`src/rtl/pwm_pkg.sv`:
```
// Shared constants and the ratio-code decoder for the prescaled PWM block.
// Assumes a 4-bit ratio code; an unused code decodes to ratio 0.
package pwm_pkg;
    localparam int CTL_CODE_W = 4;
    localparam int CTL_EN_BIT   = 4;
    localparam int CTL_LVL_BIT  = 5;
    localparam int CTL_GATE_BIT = 6;
    localparam int CTL_BUSY_BIT = 28;
    localparam int ADDR_CTL = 0;
    localparam int ADDR_PER = 4;

    // Map a ratio code to clock cycles per tick; 0 means the code is unused.
    function automatic int unsigned ratio_of(input logic [CTL_CODE_W-1:0] code);
        unique case (code)
            4'hF: ratio_of = 1;
            4'h0: ratio_of = 120;
            4'h1: ratio_of = 180;
            4'h2: ratio_of = 240;
            4'h3: ratio_of = 360;
            4'h4: ratio_of = 480;
            4'h8: ratio_of = 12000;
            4'h9: ratio_of = 24000;
            4'hA: ratio_of = 36000;
            4'hB: ratio_of = 48000;
            4'hC: ratio_of = 72000;
            default: ratio_of = 0;
        endcase
    endfunction
endpackage

```
`src/rtl/pwm_regs.sv`:
```
// Register file of the PWM block: control fields, staged period word and
// the busy flag. Assumes DATA_W >= 2*CNT_W. Reads are combinational.
module pwm_regs
    import pwm_pkg::*;
#(
    parameter int DATA_W = 32,
    parameter int CNT_W  = 16,
    parameter int ADDR_W = 4
) (
    input  logic                  clk,
    input  logic                  rst_n,
    input  logic                  wr_en,
    input  logic [ADDR_W-1:0]     addr,
    input  logic [DATA_W-1:0]     wdata,
    input  logic                  load_done,
    output logic [CTL_CODE_W-1:0] code,
    output logic                  en,
    output logic                  lvl,
    output logic                  gate,
    output logic [CNT_W-1:0]      stage_per,
    output logic [CNT_W-1:0]      stage_act,
    output logic                  busy,
    output logic [DATA_W-1:0]     rdata
);
    logic sel_ctl, sel_per;
    assign sel_ctl = (addr == ADDR_W'(ADDR_CTL));
    assign sel_per = (addr == ADDR_W'(ADDR_PER));

    // Control fields: loaded by a control write.
    always_ff @(posedge clk) begin
        if (!rst_n) begin
            code <= '0;
            en   <= 1'b0;
            lvl  <= 1'b0;
            gate <= 1'b0;
        end else if (wr_en && sel_ctl) begin
            code <= wdata[CTL_CODE_W-1:0];
            en   <= wdata[CTL_EN_BIT];
            lvl  <= wdata[CTL_LVL_BIT];
            gate <= wdata[CTL_GATE_BIT];
        end
    end

    // Staged period word: loaded by a period write.
    always_ff @(posedge clk) begin
        if (!rst_n) begin
            stage_per <= '0;
            stage_act <= '0;
        end else if (wr_en && sel_per) begin
            stage_per <= wdata[2*CNT_W-1:CNT_W];
            stage_act <= wdata[CNT_W-1:0];
        end
    end

    // Busy flag: set by a period write, cleared when the counters take it.
    always_ff @(posedge clk) begin
        if (!rst_n)                busy <= 1'b0;
        else if (wr_en && sel_per) busy <= 1'b1;
        else if (load_done)        busy <= 1'b0;
    end

    // Read mux: control word with live busy, or the staged period word.
    always_comb begin
        rdata = '0;
        if (sel_ctl) begin
            rdata[CTL_CODE_W-1:0] = code;
            rdata[CTL_EN_BIT]     = en;
            rdata[CTL_LVL_BIT]    = lvl;
            rdata[CTL_GATE_BIT]   = gate;
            rdata[CTL_BUSY_BIT]   = busy;
        end else if (sel_per) begin
            rdata[2*CNT_W-1:0] = {stage_per, stage_act};
        end
    end

    // a period write raises busy on the next cycle.
    a_r7_busy_on_write: assert property (@(posedge clk) disable iff (!rst_n)
        (wr_en && sel_per) |=> busy);
    // busy cannot be set through any path other than a period write.
    a_r9_busy_readonly: assert property (@(posedge clk) disable iff (!rst_n)
        (!busy && !(wr_en && sel_per)) |=> !busy);
endmodule

```
`src/rtl/pwm_prescaler.sv`:
```
// Divides the clock by the ratio the code selects and emits a one-cycle
// tick per ratio cycles. Held at zero while stopped or on an unused code.
module pwm_prescaler
    import pwm_pkg::*;
#(
    parameter int PRE_W = 17
) (
    input  logic                  clk,
    input  logic                  rst_n,
    input  logic                  run,
    input  logic [CTL_CODE_W-1:0] code,
    output logic                  tick,
    output logic                  valid
);
    logic [PRE_W-1:0] ratio;
    logic [PRE_W-1:0] pcnt;
    logic             last;

    assign ratio = PRE_W'(ratio_of(code));
    assign valid = (ratio != '0);
    assign last  = valid && (pcnt >= ratio - PRE_W'(1));
    assign tick  = run && last;

    // Prescale counter: counts 0..ratio-1, cleared when idle or invalid.
    always_ff @(posedge clk) begin
        if (!rst_n || !run || !valid) pcnt <= '0;
        else if (last)                pcnt <= '0;
        else                          pcnt <= pcnt + PRE_W'(1);
    end

    // with a ratio above one, a tick is never followed by another
    // unless the code changed in between.
    a_r1_tick_gap: assert property (@(posedge clk) disable iff (!rst_n)
        (tick && ratio > PRE_W'(1)) |=> (!tick || code != $past(code)));
    // an unused code yields no tick.
    a_r2_unused_no_tick: assert property (@(posedge clk) disable iff (!rst_n)
        (ratio_of(code) == 0) |-> !tick);
endmodule

```
`src/rtl/pwm_period.sv`:
```
// Period counter, working copy of the period word, and output stage.
// Takes staged values at a period end while running, or at once when
// stopped. Assumes tick is a one-cycle pulse.
module pwm_period #(
    parameter int CNT_W = 16
) (
    input  logic             clk,
    input  logic             rst_n,
    input  logic             run,
    input  logic             valid,
    input  logic             tick,
    input  logic             lvl,
    input  logic             busy,
    input  logic [CNT_W-1:0] stage_per,
    input  logic [CNT_W-1:0] stage_act,
    output logic             load_done,
    output logic             pwm_out
);
    logic [CNT_W-1:0] work_per;
    logic [CNT_W-1:0] work_act;
    logic [CNT_W-1:0] cnt;
    logic             wrap;
    logic             active;

    assign wrap      = tick && (cnt >= work_per);
    assign load_done = busy && (!run || wrap);
    assign active    = run && valid && (cnt < work_act);
    assign pwm_out   = active ? lvl : !lvl;

    // Working period and active count: updated only on a load.
    always_ff @(posedge clk) begin
        if (!rst_n) begin
            work_per <= '0;
            work_act <= '0;
        end else if (load_done) begin
            work_per <= stage_per;
            work_act <= stage_act;
        end
    end

    // Period counter: steps per tick, wraps after work_per, zero when idle.
    always_ff @(posedge clk) begin
        if (!rst_n || !run) cnt <= '0;
        else if (wrap)      cnt <= '0;
        else if (tick)      cnt <= cnt + CNT_W'(1);
    end

    // the count never passes the period field.
    a_r5_cnt_bound: assert property (@(posedge clk) disable iff (!rst_n)
        cnt <= work_per);
    // while a load is pending on a running channel, the timing holds.
    a_r8_hold_pending: assert property (@(posedge clk) disable iff (!rst_n)
        (busy && run && !wrap) |=> ($stable(work_per) && $stable(work_act)));
    // a load on a running channel starts a fresh period.
    a_r8_load_fresh: assert property (@(posedge clk) disable iff (!rst_n)
        (load_done && run) |=> (cnt == '0));
    // a stopped channel drives the inactive level.
    a_r3_idle_level: assert property (@(posedge clk) disable iff (!rst_n)
        !run |-> (pwm_out == !lvl));
endmodule

```
`src/rtl/prescaled_pwm.sv`:
```
// Top of the prescaled single-channel PWM block: register port, prescaler
// and period stage. Assumes DATA_W >= 2*CNT_W and PRE_W wide enough for
// the largest ratio (72000).
module prescaled_pwm
    import pwm_pkg::*;
#(
    parameter int DATA_W = 32,
    parameter int CNT_W  = 16,
    parameter int ADDR_W = 4,
    parameter int PRE_W  = 17
) (
    input  logic              clk,
    input  logic              rst_n,
    input  logic              reg_wr,
    input  logic [ADDR_W-1:0] reg_addr,
    input  logic [DATA_W-1:0] reg_wdata,
    output logic [DATA_W-1:0] reg_rdata,
    output logic              pwm_out
);
    logic [CTL_CODE_W-1:0] code;
    logic                  en, lvl, gate, busy, load_done, tick, valid, run;
    logic [CNT_W-1:0]      stage_per, stage_act;

    assign run = en && gate;

    pwm_regs #(.DATA_W(DATA_W), .CNT_W(CNT_W), .ADDR_W(ADDR_W)) u_regs (
        .clk(clk), .rst_n(rst_n), .wr_en(reg_wr), .addr(reg_addr),
        .wdata(reg_wdata), .load_done(load_done), .code(code), .en(en),
        .lvl(lvl), .gate(gate), .stage_per(stage_per),
        .stage_act(stage_act), .busy(busy), .rdata(reg_rdata)
    );

    pwm_prescaler #(.PRE_W(PRE_W)) u_pre (
        .clk(clk), .rst_n(rst_n), .run(run), .code(code),
        .tick(tick), .valid(valid)
    );

    pwm_period #(.CNT_W(CNT_W)) u_per (
        .clk(clk), .rst_n(rst_n), .run(run), .valid(valid), .tick(tick),
        .lvl(lvl), .busy(busy), .stage_per(stage_per),
        .stage_act(stage_act), .load_done(load_done), .pwm_out(pwm_out)
    );
endmodule

```
`config.mk`:
```
export PLATFORM = sky130hd
export DESIGN_NAME = prescaled_pwm
export DESIGN_NICKNAME = d
export VERILOG_FILES = /design/src/rtl/pwm_pkg.sv /design/src/rtl/pwm_regs.sv /design/src/rtl/pwm_prescaler.sv /design/src/rtl/pwm_period.sv /design/src/rtl/prescaled_pwm.sv
export SDC_FILE = /design/constraint.sdc
export NUM_CORES = 1
export LEC_CHECK = 0
export ABC_AREA = 1
export BUFFER_PORTS_ARGS = -buffer_cell sky130_fd_sc_hd__clkbuf_2
export CAP_MARGIN = 5
export CORE_UTILIZATION = 50
export CTS_CLUSTER_DIAMETER = 40
export DETAILED_ROUTE_END_ITERATION = 12
export PLACE_DENSITY = 0.7
export SLEW_MARGIN = 20
export SYNTH_ARGS = -nofsm -noshare
export SYNTH_HDL_FRONTEND = slang
export SYNTH_SLANG_ARGS = --single-unit
```
`constraint.sdc`:
```
create_clock -name clk -period 6.4 [get_ports clk]
set_input_delay 1.28 -clock clk [delete_from_list [all_inputs] [get_ports clk]]
set_output_delay 1.28 -clock clk [all_outputs]
set_load 0.1 [all_outputs]
```
==> metrics.md <==
| Metric | Value |
|---|---|
| Non-Filler Instances | 1183 |
| IO Pins | 72 |
| Mux cell area share after synthesis | 0% |
| Critical path peak fanout | 32 |
| Max Freq | 0.228 GHz |
| DR WL/cell | 12.2 um |
| IO Port Bufs | 71 |
| Relative slew margins | 41.6% |
| Int Pwr | 1.40 mW |
| HP Class | reg2reg |
| GRT Util Overall | 22.7% |
| Mapped Cells | 943 |
| Multi-input logic area | between 3000 and 4000 um^2 |
| RSZ-0062 raised after global routing | false |
| Final HPWL DP | 10.2 mm |
| XOR/XNOR Fraction of Synth Area | 4.09% |
| Avg Cell Area, Syn | 7.04 um^2 |
| Largest area contributor in the synthesized netlist | dfxtp_1 |
| Final setup viols | 0 |
| Leak | roughly 3.3 nW |
| Slew Viols, Final | 0 |
| TritonCTS Sinks | 120 |
| Net Count, Synth | 1037 |
| Routed wire length | 14.4 mm |
| CORE AREA | 12800 um^2 |
| Seq/Total Area, Yosys | 36.2% |
| CP arrival | 3.11 ns |
| Tcrit/Tclk final | 68.7% |
| Synth top area cells | dfxtp_1 (36%), ha_1 (10%), nand2_1 (10%) |
| DRT Pass-1 Iters | 5 |
| Mapped Area | 6640 um^2 |
| # diodes | 0 |
| Worst setup margin | 2.01 ns |
| DP Cell Count | 1152 |
| Hold Buf Count CTS | 0 |
| Via/cell ratio | ~5.0 |
| Largest net degree at the start of global routing | 76 |
| Initial detailed-routing violation count | around 260 |
| Fin Setup TNS | 0 ns |
| Hold_sp | u_pre.pcnt[0]$_SDFF_PP0_ |
| CTS max path bufs | 2 |
| Fin crit period | 4.39 ns |
| Die Area | 13700 um^2 |
| Crit path from | reg_addr[1] |
| Vias | 5897 |
| Row count | 41 |
| Post-synth top area share | between 30% and 40% |
| Register area | 2410 um^2 |
| Simple-Gate Fraction of Synth Area | 25.9% |
| CTS buffer count | 17 |
| Max-capacitance violation count | 0 |
| Syn. warnings | 0 |
| Status | completed |
| Met3 WL | 786 um |
| Die Height | 117 um |
| Crit path kind | in2out |
| Worst endpoint required time | approximately 5.1 ns |
| Met2 routed WL | 5.81 mm |
| Htree depth | 4 |
| Share of layout cells above drive strength 1 | 12.0% |
| Startpoint Class | primary input |
| Sw Share | a little under a quarter |
| Compound-Gate Fraction of Synth Area | 12.8% |
| Wire length of the first global-routing pass | 24.2 mm |
| CP endpoint kind | output port |
| Netlist cell types | 36 |
| Sw power | 0.421 mW |
| Adder-cell share of the synthesized area | 10.4% |
| P per Cell Area | around 240 nW/um^2 |
| Seq pwr share | 41.9% |
| Post-CTS sizing | 0 |
| Pre-CTS setup slack | just over 2 ns |
| Top sig layer | met4 |
| Met1 WL | 7.62 mm |
| # Post-CTS Setup Buffers | 0 |
| Drt drc | 0 |
| Worst IR Drop VDD | between 150 and 200 uV |
| RR Startpoint | u_pre.ratio[3]$_SDFF_PP0_ |
| Area Overhead vs Synth | 14.9% |
| Initial antenna violation count | 0 |
| Antenna-violating nets left | 0 |
| Later-pin clock latency in the skew report | 0.42 ns |
| Largest family of logic cells by synthesized area | simple AND/OR/NAND/NOR gates |
| Cell chosen for the clock root | clkbuf_16 |
| Clock network power share | a little over half |
| CTS tree | built |
| Clock-pin slew on the worst setup and hold paths | 0.06 ns |
| Filler instances | 1220 |
| RD Place Congestion | approximately 0.8 |
| Final Hold Viols | 0 |
| Worst-case clock skew | 0.00737 ns |
| Remaining Overflow, GRT | 0 |
| Yosys reg bits | 120 |
| Die Wd | ~120 um |
| Actual slew at the worst max-slew pin | a little under 0.9 ns |
| Initial core utilization | 52.0% |
| Vias in the first global route | 5132 |
| Logic pwr share | 4.6% |
| Final #Nets | 1093 |
-- critical path, cell delays in order --
cell	delay (ns)
clkbuf_2	0.10
nor4_1	0.43
inv_1	0.50
o21ai_0	0.30
clkbuf_2	0.49
-- through the flow --
stage               util (%)  hold slack [ns]  power (mW)  instance area (um^2)
floorplan                  -            0.430       0.837                  6640
global placement        55.0            0.459       0.861                  7020
detailed placement      55.0            0.467       0.863                  7020
CTS                     59.7            0.476        1.83                  7620
global route            59.7            0.500        1.88                  7630
finish                  59.7            0.472        1.82                  7630
-- cells by family after synthesis --
| group | count (synthesis) |
|---|---|
| AOI/OAI and AO/OA | 164 |
| xor gates and xnor gates | 31 |
| adders and majority gates | 55 |
| buffers and inverters | 171 |
| DFF | 120 |
| and+or+nand+nor | 402 |
-- power groups by stage --
stage / Combinational, mW / Clock (mW) / Sequential [mW]
after floorplan: 0.0598 / 0 / 0.778
after global placement: 0.0817 / 0 / 0.780
after detailed placement: 0.0830 / 0 / 0.780
after CTS: 0.0835 / 0.987 / 0.764
after global routing: 0.0950 / 1.02 / 0.764
final: 0.0834 / 0.974 / 0.763
-- layout by cell type, fill, tap and decap left out, types with 4 or more instances in the layout --
cell / synthesis / layout
nand3_1: 59 / 59
dfxtp_1: 120 / 119
clkbuf_2: 0 / 71
nor3_1: 11 / 11
xor2_1: 18 / 18
ha_1: 55 / 55
nor2_1: 121 / 121
nand4_1: 8 / 8
xnor2_1: 13 / 13
inv_1: 133 / 133
clkbuf_16: 0 / 17
nand2_1: 177 / 177
o22ai_1: 7 / 7
nor3_2: 5 / 5
a21oi_1: 105 / 105
clkinvlp_4: 0 / 4
o21ai_0: 44 / 44
-- flip-flops by register name, indices dropped and copies added, names as in the netlist, 4 cells and up --
signal            count
u_regs.code           4
u_per.cnt            16
u_per.work_act       16
u_pre.ratio          15
u_regs.stage_act     16
u_per.work_per       16
u_pre.pcnt           17
u_regs.stage_per     16
-- metal layers --
metal	global-route usage (%)	vias up
met5	0	-
met4	7.43	0
li1	-	3140
met2	31.3	154
met1	33.8	2589
met3	6.18	14
-- area by class of cell --
class	instances	share of cell area, %
sequential	120	31.5
timing repair buffer	73	4.85
inverter	135	6.64
tap	172	2.82
clock buffer	17	5.57
clock inverter	14	2.28
multi-input combinational	652	46.3
-- path summary, 6_finish.rpt --
check,endpoint,slack [ns],cells past startpoint
max,reg_rdata[28],2.01,5
max reg2reg,u_per.cnt[14]$_SDFFE_PP0P_,2.68,19
min,u_pre.pcnt[0]$_SDFF_PP0_,0.47,1
min reg2reg,u_pre.pcnt[0]$_SDFF_PP0_,0.47,1
-- synthesized netlist by cell type (all sizes together) --
cell type and instances:
nand3 62, xor2 18, nor2 123, o21ai 45
and2 1, o22ai 7, a31oi 1, nor3 16
a21o 2, dfxtp 120, o211ai 1, buf 19
nor4 2, or2 2, o21a 1, nand3b 3
a21oi 105, inv 135, o221ai 1, xnor2 13
ha 55, nand2 181, clkbuf 17, nor3b 3
o21bai 1, nand4 8, nor4b 1
Power figures use the tool's default switching activity.
